## src/rtl/hb_pkg.sv

```systemverilog
// Shared definitions for the block-compressed history register.
// Assumes exactly two fetch slots per cycle and a fixed three-block lag.
package hb_pkg;
    localparam int unsigned HB_LAG   = 3;
    localparam int unsigned HB_SLOTS = 2;

    // How many fetch blocks advance the recent window this cycle
    typedef enum logic [1:0] {
        ADV_NONE = 2'd0,
        ADV_ONE  = 2'd1,
        ADV_TWO  = 2'd2
    } hb_adv_e;
endpackage

```

## src/rtl/hb_fold.sv

```systemverilog
// Folds one fetch block into its single history bit.
// Assumes the block spans 2**SLOT_W instruction slots; the upper half starts
// at slot 2**(SLOT_W-1).
module hb_fold #(
    parameter int unsigned SLOT_W = 3
) (
    input  logic              has_cond,
    input  logic [SLOT_W-1:0] last_slot,
    input  logic              taken,
    output logic              has_bit,
    output logic              fold_bit
);
    localparam logic [SLOT_W-1:0] HALF = SLOT_W'(1) << (SLOT_W - 1);

    logic upper_half;

    // Position of the last branch relative to the block midpoint
    always_comb upper_half = (last_slot >= HALF);

    // Direction flipped by half-block position; present only with a branch
    always_comb begin
        has_bit  = has_cond;
        fold_bit = taken ^ upper_half;
    end
endmodule

```

## src/rtl/hb_checkpoint.sv

```systemverilog
// Single-entry checkpoint of the full live state.
// Assumes the caller applies a restore from the value held before this edge.
module hb_checkpoint #(
    parameter int unsigned W = 8
) (
    input  logic         clk,
    input  logic         rst_n,
    input  logic         take,
    input  logic [W-1:0] live_state,
    output logic [W-1:0] saved_state
);
    // Capture the pre-edge live state when requested
    always_ff @(posedge clk) begin
        if (!rst_n)
            saved_state <= '0;
        else if (take)
            saved_state <= live_state;
    end
endmodule

```

## src/rtl/hb_window.sv

```systemverilog
// Recent-block window plus retired history.
// Entry 0 is the newest block. When blocks arrive, the oldest entries leave
// the window and, if they carry a bit, shift into the history at bit 0.
// Assumes LAG >= 3 and HIST_LEN >= 2.
module hb_window
    import hb_pkg::*;
#(
    parameter int unsigned HIST_LEN  = 21,
    parameter int unsigned PATH_BITS = 2,
    parameter int unsigned LAG       = HB_LAG,
    localparam int unsigned PW       = LAG * PATH_BITS,
    localparam int unsigned SW       = HIST_LEN + 2 * LAG + PW
) (
    input  logic                 clk,
    input  logic                 rst_n,
    input  hb_adv_e              adv,
    input  logic                 a_has,
    input  logic                 a_bit,
    input  logic [PATH_BITS-1:0] a_pc,
    input  logic                 b_has,
    input  logic                 b_bit,
    input  logic [PATH_BITS-1:0] b_pc,
    input  logic                 load,
    input  logic [SW-1:0]        load_state,
    output logic [SW-1:0]        cur_state,
    output logic [HIST_LEN-1:0]  hist,
    output logic [PW-1:0]        path
);
    logic [HIST_LEN-1:0] hist_q, hist_d, hist_t;
    logic [LAG-1:0]      has_q, has_d;
    logic [LAG-1:0]      bit_q, bit_d;
    logic [PW-1:0]       pc_q, pc_d;

    // Next state for zero, one or two arriving blocks
    always_comb begin
        hist_d = hist_q;
        has_d  = has_q;
        bit_d  = bit_q;
        pc_d   = pc_q;
        hist_t = hist_q;
        case (adv)
            ADV_ONE: begin
                if (has_q[LAG-1])
                    hist_d = {hist_q[HIST_LEN-2:0], bit_q[LAG-1]};
                has_d = {has_q[LAG-2:0], b_has};
                bit_d = {bit_q[LAG-2:0], b_bit};
                pc_d  = {pc_q[(LAG-1)*PATH_BITS-1:0], b_pc};
            end
            ADV_TWO: begin
                if (has_q[LAG-1])
                    hist_t = {hist_t[HIST_LEN-2:0], bit_q[LAG-1]};
                if (has_q[LAG-2])
                    hist_t = {hist_t[HIST_LEN-2:0], bit_q[LAG-2]};
                hist_d = hist_t;
                has_d  = {has_q[LAG-3:0], a_has, b_has};
                bit_d  = {bit_q[LAG-3:0], a_bit, b_bit};
                pc_d   = {pc_q[(LAG-2)*PATH_BITS-1:0], a_pc, b_pc};
            end
            default: ;
        endcase
    end

    // State register with reset, checkpoint reload, or normal advance
    always_ff @(posedge clk) begin
        if (!rst_n) begin
            hist_q <= '0;
            has_q  <= '0;
            bit_q  <= '0;
            pc_q   <= '0;
        end else if (load) begin
            {hist_q, has_q, bit_q, pc_q} <= load_state;
        end else begin
            hist_q <= hist_d;
            has_q  <= has_d;
            bit_q  <= bit_d;
            pc_q   <= pc_d;
        end
    end

    // Expose packed state and the two visible views
    always_comb begin
        cur_state = {hist_q, has_q, bit_q, pc_q};
        hist      = hist_q;
        path      = pc_q;
    end
endmodule

```

## src/rtl/shr_block_hist.sv

```systemverilog
// Top: block-compressed speculative history with three-block lag, path
// bits and a single checkpoint. Slot 0 is always the older fetch block.
module shr_block_hist
    import hb_pkg::*;
#(
    parameter int unsigned HIST_LEN  = 21,
    parameter int unsigned SLOT_W    = 3,
    parameter int unsigned PATH_BITS = 2
) (
    input  logic                            clk,
    input  logic                            rst_n,
    input  logic [HB_SLOTS-1:0]             blk_valid,
    input  logic [HB_SLOTS-1:0]             blk_has_cond,
    input  logic [HB_SLOTS*SLOT_W-1:0]      blk_last_slot,
    input  logic [HB_SLOTS-1:0]             blk_taken,
    input  logic [HB_SLOTS*PATH_BITS-1:0]   blk_pc_lo,
    input  logic                            snap_take,
    input  logic                            snap_restore,
    output logic [HIST_LEN-1:0]             hist_out,
    output logic [HB_LAG*PATH_BITS-1:0]     path_out
);
    localparam int unsigned PW = HB_LAG * PATH_BITS;
    localparam int unsigned SW = HIST_LEN + 2 * HB_LAG + PW;

    logic [HB_SLOTS-1:0] f_has, f_bit;
    hb_adv_e             adv;
    logic                a_has, a_bit, b_has, b_bit;
    logic [PATH_BITS-1:0] a_pc, b_pc;
    logic [SW-1:0]       live_state, saved_state;

    // One folding unit per fetch slot
    for (genvar g = 0; g < HB_SLOTS; g++) begin : g_fold
        hb_fold #(.SLOT_W(SLOT_W)) u_fold (
            .has_cond (blk_has_cond[g]),
            .last_slot(blk_last_slot[g*SLOT_W +: SLOT_W]),
            .taken    (blk_taken[g]),
            .has_bit  (f_has[g]),
            .fold_bit (f_bit[g])
        );
    end

    // Map valid slots onto older (a) and younger (b) arriving blocks
    always_comb begin
        adv   = ADV_NONE;
        a_has = f_has[0];
        a_bit = f_bit[0];
        a_pc  = blk_pc_lo[0 +: PATH_BITS];
        b_has = f_has[1];
        b_bit = f_bit[1];
        b_pc  = blk_pc_lo[PATH_BITS +: PATH_BITS];
        case (blk_valid)
            2'b11: adv = ADV_TWO;
            2'b10: adv = ADV_ONE;
            2'b01: begin
                adv   = ADV_ONE;
                b_has = f_has[0];
                b_bit = f_bit[0];
                b_pc  = blk_pc_lo[0 +: PATH_BITS];
            end
            default: adv = ADV_NONE;
        endcase
    end

    hb_window #(
        .HIST_LEN (HIST_LEN),
        .PATH_BITS(PATH_BITS),
        .LAG      (HB_LAG)
    ) u_window (
        .clk       (clk),
        .rst_n     (rst_n),
        .adv       (adv),
        .a_has     (a_has),
        .a_bit     (a_bit),
        .a_pc      (a_pc),
        .b_has     (b_has),
        .b_bit     (b_bit),
        .b_pc      (b_pc),
        .load      (snap_restore),
        .load_state(saved_state),
        .cur_state (live_state),
        .hist      (hist_out),
        .path      (path_out)
    );

    hb_checkpoint #(.W(SW)) u_ckpt (
        .clk        (clk),
        .rst_n      (rst_n),
        .take       (snap_take),
        .live_state (live_state),
        .saved_state(saved_state)
    );
endmodule

```

## config.mk

```make
export PLATFORM = sky130hd
export DESIGN_NAME = shr_block_hist
export DESIGN_NICKNAME = d
export VERILOG_FILES = /design/src/rtl/hb_pkg.sv /design/src/rtl/hb_fold.sv /design/src/rtl/hb_checkpoint.sv /design/src/rtl/hb_window.sv /design/src/rtl/shr_block_hist.sv
export SDC_FILE = /design/constraint.sdc
export NUM_CORES = 1
export LEC_CHECK = 0
export BUFFER_PORTS_ARGS = -buffer_cell sky130_fd_sc_hd__buf_2
export CAP_MARGIN = 5
export CORE_MARGIN = 4
export CORE_UTILIZATION = 41
export CTS_CLUSTER_DIAMETER = 150
export DETAILED_ROUTE_END_ITERATION = 10
export GPL_TIMING_DRIVEN = 0
export MAX_ROUTING_LAYER = met4
export PLACE_DENSITY_LB_ADDON = 0.05
export REMOVE_ABC_BUFFERS = 1
export SYNTH_ARGS = -nofsm -noshare
export SYNTH_HDL_FRONTEND = slang
export SYNTH_SLANG_ARGS = --single-unit
```

## constraint.sdc

```tcl
create_clock -name clk -period 1.7 [get_ports clk]
set_input_delay 0.085 -clock clk [delete_from_list [all_inputs] [get_ports clk]]
set_output_delay 0.085 -clock clk [all_outputs]
set_load 0.005 [all_outputs]
```

==> summary.md <==
| Metric | Value |
|---|---|
| Status | `completed` |
| Fin. max-slew vios | `0` |
| Chip height | `101.7 um` |
| Clk slew on worst S/H paths | `70 ps` |
| Post-Layout Inst Area | `3719 um2` |
| Final hold vios | `0` |
| Post-Route WL | `7856 um` |
| Hold Path End | `u_window.path[3]` |
| Area share of the largest cell type after synthesis | `36.72%` |
| Drt first pass iters | `4` |
| First-pass GRT wire length | `13,130 um` |
| Mapped Cells | `388` |
| RSZ-0062 raised after global routing | `yes` |
| Row cnt | `33` |
| Final setup viols | `0` |
| Setup Fix Bufs, Post-CTS | `0` |
| Initial DRC Count | `106` |
| Port Buffers | `42` |
| Synth unique cells | `29` |
| Synth Area per Inst | `9.274 um2` |
| Nets | `403` |
| Worst reg-to-reg setup slack | `250 ps` |
| Hold depth | `3` |
| Filler instances | `862` |
| Tightest Pin Transition | `1062 ps` |
| Width of the die | `101.7 um` |
| Placed cell areas | `3508 um2` |
| Dpl ws | `-339.3 ps` |
| Vias per Instance | `5.453` |
| Clock Sink Count | `66` |
| Worst-path maximum fanout | `40` |
| R2R cell count | `3` |
| CTS tree | `yes` |
| Die ar. | `10,340 um2` |
| Dominant synthesized flop cell | `dfxtp_1` |
| Critical-path top delay cell | `buf_2` |
| Fin worst setup slack | `146.7 ps` |
| Syn. warnings | `0` |
| Fraction of registers with async set/reset | `0%` |
| Type of origin of the critical path | `input port` |
| Root Buffer | `clkbuf_8` |
| CP max stage delay | `620 ps` |
| FF+latch count, synth | `66` |
| Post-layout util | `44.36%` |
| Inserted Diodes | `0` |
| Register area share after synthesis | `36.72%` |
| Core footprint | `8382 um2` |
| Clock skew | `8.920 ps` |
| Hold Crit Class | `input port to register` |
| Critical path class | `input port to register` |
| Detail Route Antenna Nets | `0` |
| Static Leak | `1.464 nW` |
| Max-Cap Viols | `0` |
| Worst-case vdd ir drop | `0.4667 mV` |
| DP Wirelength | `4500 um` |
| CTS Buf Count | `9` |
| Syn Std Cell Area | `3598 um2` |
| GRT Overall Usage | `16.59%` |
| Crit end category | `register` |
| Fin crit share | `91.37%` |
| Largest net degree at the start of global routing | `68` |
| Detailed-route via count | `2,672` |
| Depth of the CTS H-tree | `3` |
| Multi-input gate area | `1834 um2` |
| RR Startpoint | `u_window.has_q[2]` |
| Slew headroom | `29.17%` |
| Worst Setup SP | `snap_restore` |
| Worst-Skew Late Latency | `340 ps` |
| Fin crit period | `1553 ps` |
| Critical Path RT | `1920 ps` |
| Ports | `47` |
| Initial Util | `42.93%` |
| Fmax | `643.8 MHz` |
| Gr ovfl total | `0` |
| Wirelength per Cell | `16.03 um` |
| Vias in the first global route | `2,596` |
| Yosys top cell by area | `dfxtp_1` |
| Pwr dens | `943.9 nW/um2` |
| Min-delay src | `blk_pc_lo[1]` |
| Area delta synth->final | `3.338%` |
| R2R Path End | `u_window.hist[0]` |
| Layout cells sized above 1 | `22.08%` |
| Post-route DRC | `0` |
| Max clock buf depth | `2` |
| Synth area leaders | `dfxtp_1 (37%), mux2i_1 (12%), mux2_2 (7.8%)` |
| Post-synth EDFFs | `0` |
| RePlAce Congestion | `0.7116` |
| Sequential cell area | `1323 um2` |
| Arrival time worst endpoint | `1770 ps` |
| Initial antenna violation count | `0` |
| Cell Chain, Critical Path | `buf_2 > inv_1 > nand2_1 > o21ai_0` |
worst max-delay path by stage:
stage	to	slack, ps	cells past startpoint
after floorplan	u_window.bit_q[0]	-120	5
final	u_window.has_q[1]	150	4
after CTS	u_window.hist[11]	6	5
after global routing	u_window.hist[3]	-20	4
after global placement	u_window.hist[20]	-1040	6
after detailed placement	u_window.hist[19]	-340	5
cell usage after synthesis (8+ instances only):
master,number
dfxtp_1,66
nand3_1,44
mux2i_1,43
nor2b_1,34
buf_4,30
o21ai_0,27
a21oi_1,25
mux2_2,25
a31oi_1,21
clkbuf_1,10
buf_2,9
nand2_1,8
cell families (layout without fill, tap and decap cells):
group | Yosys count | in the layout | share of synthesized area (%)
flip-flops | 66 | 66 | 36.72
XOR/XNOR | 2 | 2 | 0.4869
AO/OA/AOI/OAI | 87 | 87 | 14.05
multiplexers | 68 | 68 | 19.78
AND/OR/NAND/NOR | 98 | 98 | 15.23
buffers and inverters | 64 | 61 | 12.69
adder cells (fa/ha/maj) | 3 | 3 | 1.043
metal layers:
layer	global-route usage, %	vias up	part of all wire (%)
li1	-	1341	-
met1	20.66	1272	49
met2	26.06	49	45
met3	4.821	10	4.0
met4	4.908	0	1.1
met5	-	-	0
cells in the final DEF, fill, tap and decap left out, types with 2 or more instances in the layout:
master / instances
dfxtp_1: 65
nand3_1: 44
mux2i_1: 43
buf_2: 42
nor2b_1: 33
o21ai_0: 27
mux2_2: 25
a21oi_1: 25
a31oi_1: 21
clkbuf_8: 11
nand2_1: 8
a211o_1: 7
nor3b_1: 6
a21boi_1: 6
ha_1: 3
clkbuf_1: 3
inv_1: 2
xnor2_1: 2
nand3b_1: 2
stage by stage:
| step | hold WS, ps | setup TNS (ps) | total power [mW] | std cells |
|---|---|---|---|---|
| finish | 62.12 | 0 | 3.510 | 490 |
| global route | 52.11 | -121.3 | 3.690 | 490 |
| CTS | 38.59 | 0 | 3.562 | 490 |
| detailed placement | 412.6 | -10060 | 2.201 | 474 |
| global placement | 398.8 | -26210 | 2.182 | 473 |
| floorplan | 213.2 | -2733 | 1.996 | 326 |
repair_timing:
action,4_1_cts,5_1_grt
hold buffers,0,0
gates cloned,0,0
gates resized for setup,1,3
setup endpoints to repair,21,31
sequential cells by signal, summed over array words and instances, names as in the netlist:
register            cells
u_ckpt.saved_state     33
u_window.has_q          3
u_window.bit_q          3
u_window.path           6
u_window.hist          21
power breakdown:
part	total, mW	internal, mW	switching [mW]	leakage (nW)
clock network	1.35	0.758	0.589	0.101
registers	1.69	1.61	0.0729	0.539
logic	0.475	0.221	0.254	0.824
total	3.51	2.59	0.916	1.46
cell type report:
cell class              count  share of cell area, %
inverters                   2                 0.2019
multi-input cells         258                  49.33
clock buffers              14                  4.374
repair buffers             43                  6.057
clock inverters             2                 0.9421
well taps                 105                  3.533
flip-flops and latches     66                  35.57
worst max-delay path, delay by kind of cell:
kind / cells / cell delay (ps)
buffers and inverters: 2 / 1240
and+or+nand+nor: 1 / 300
AOI/OAI and AO/OA: 1 / 120
(Power assumes the default switching activity.)
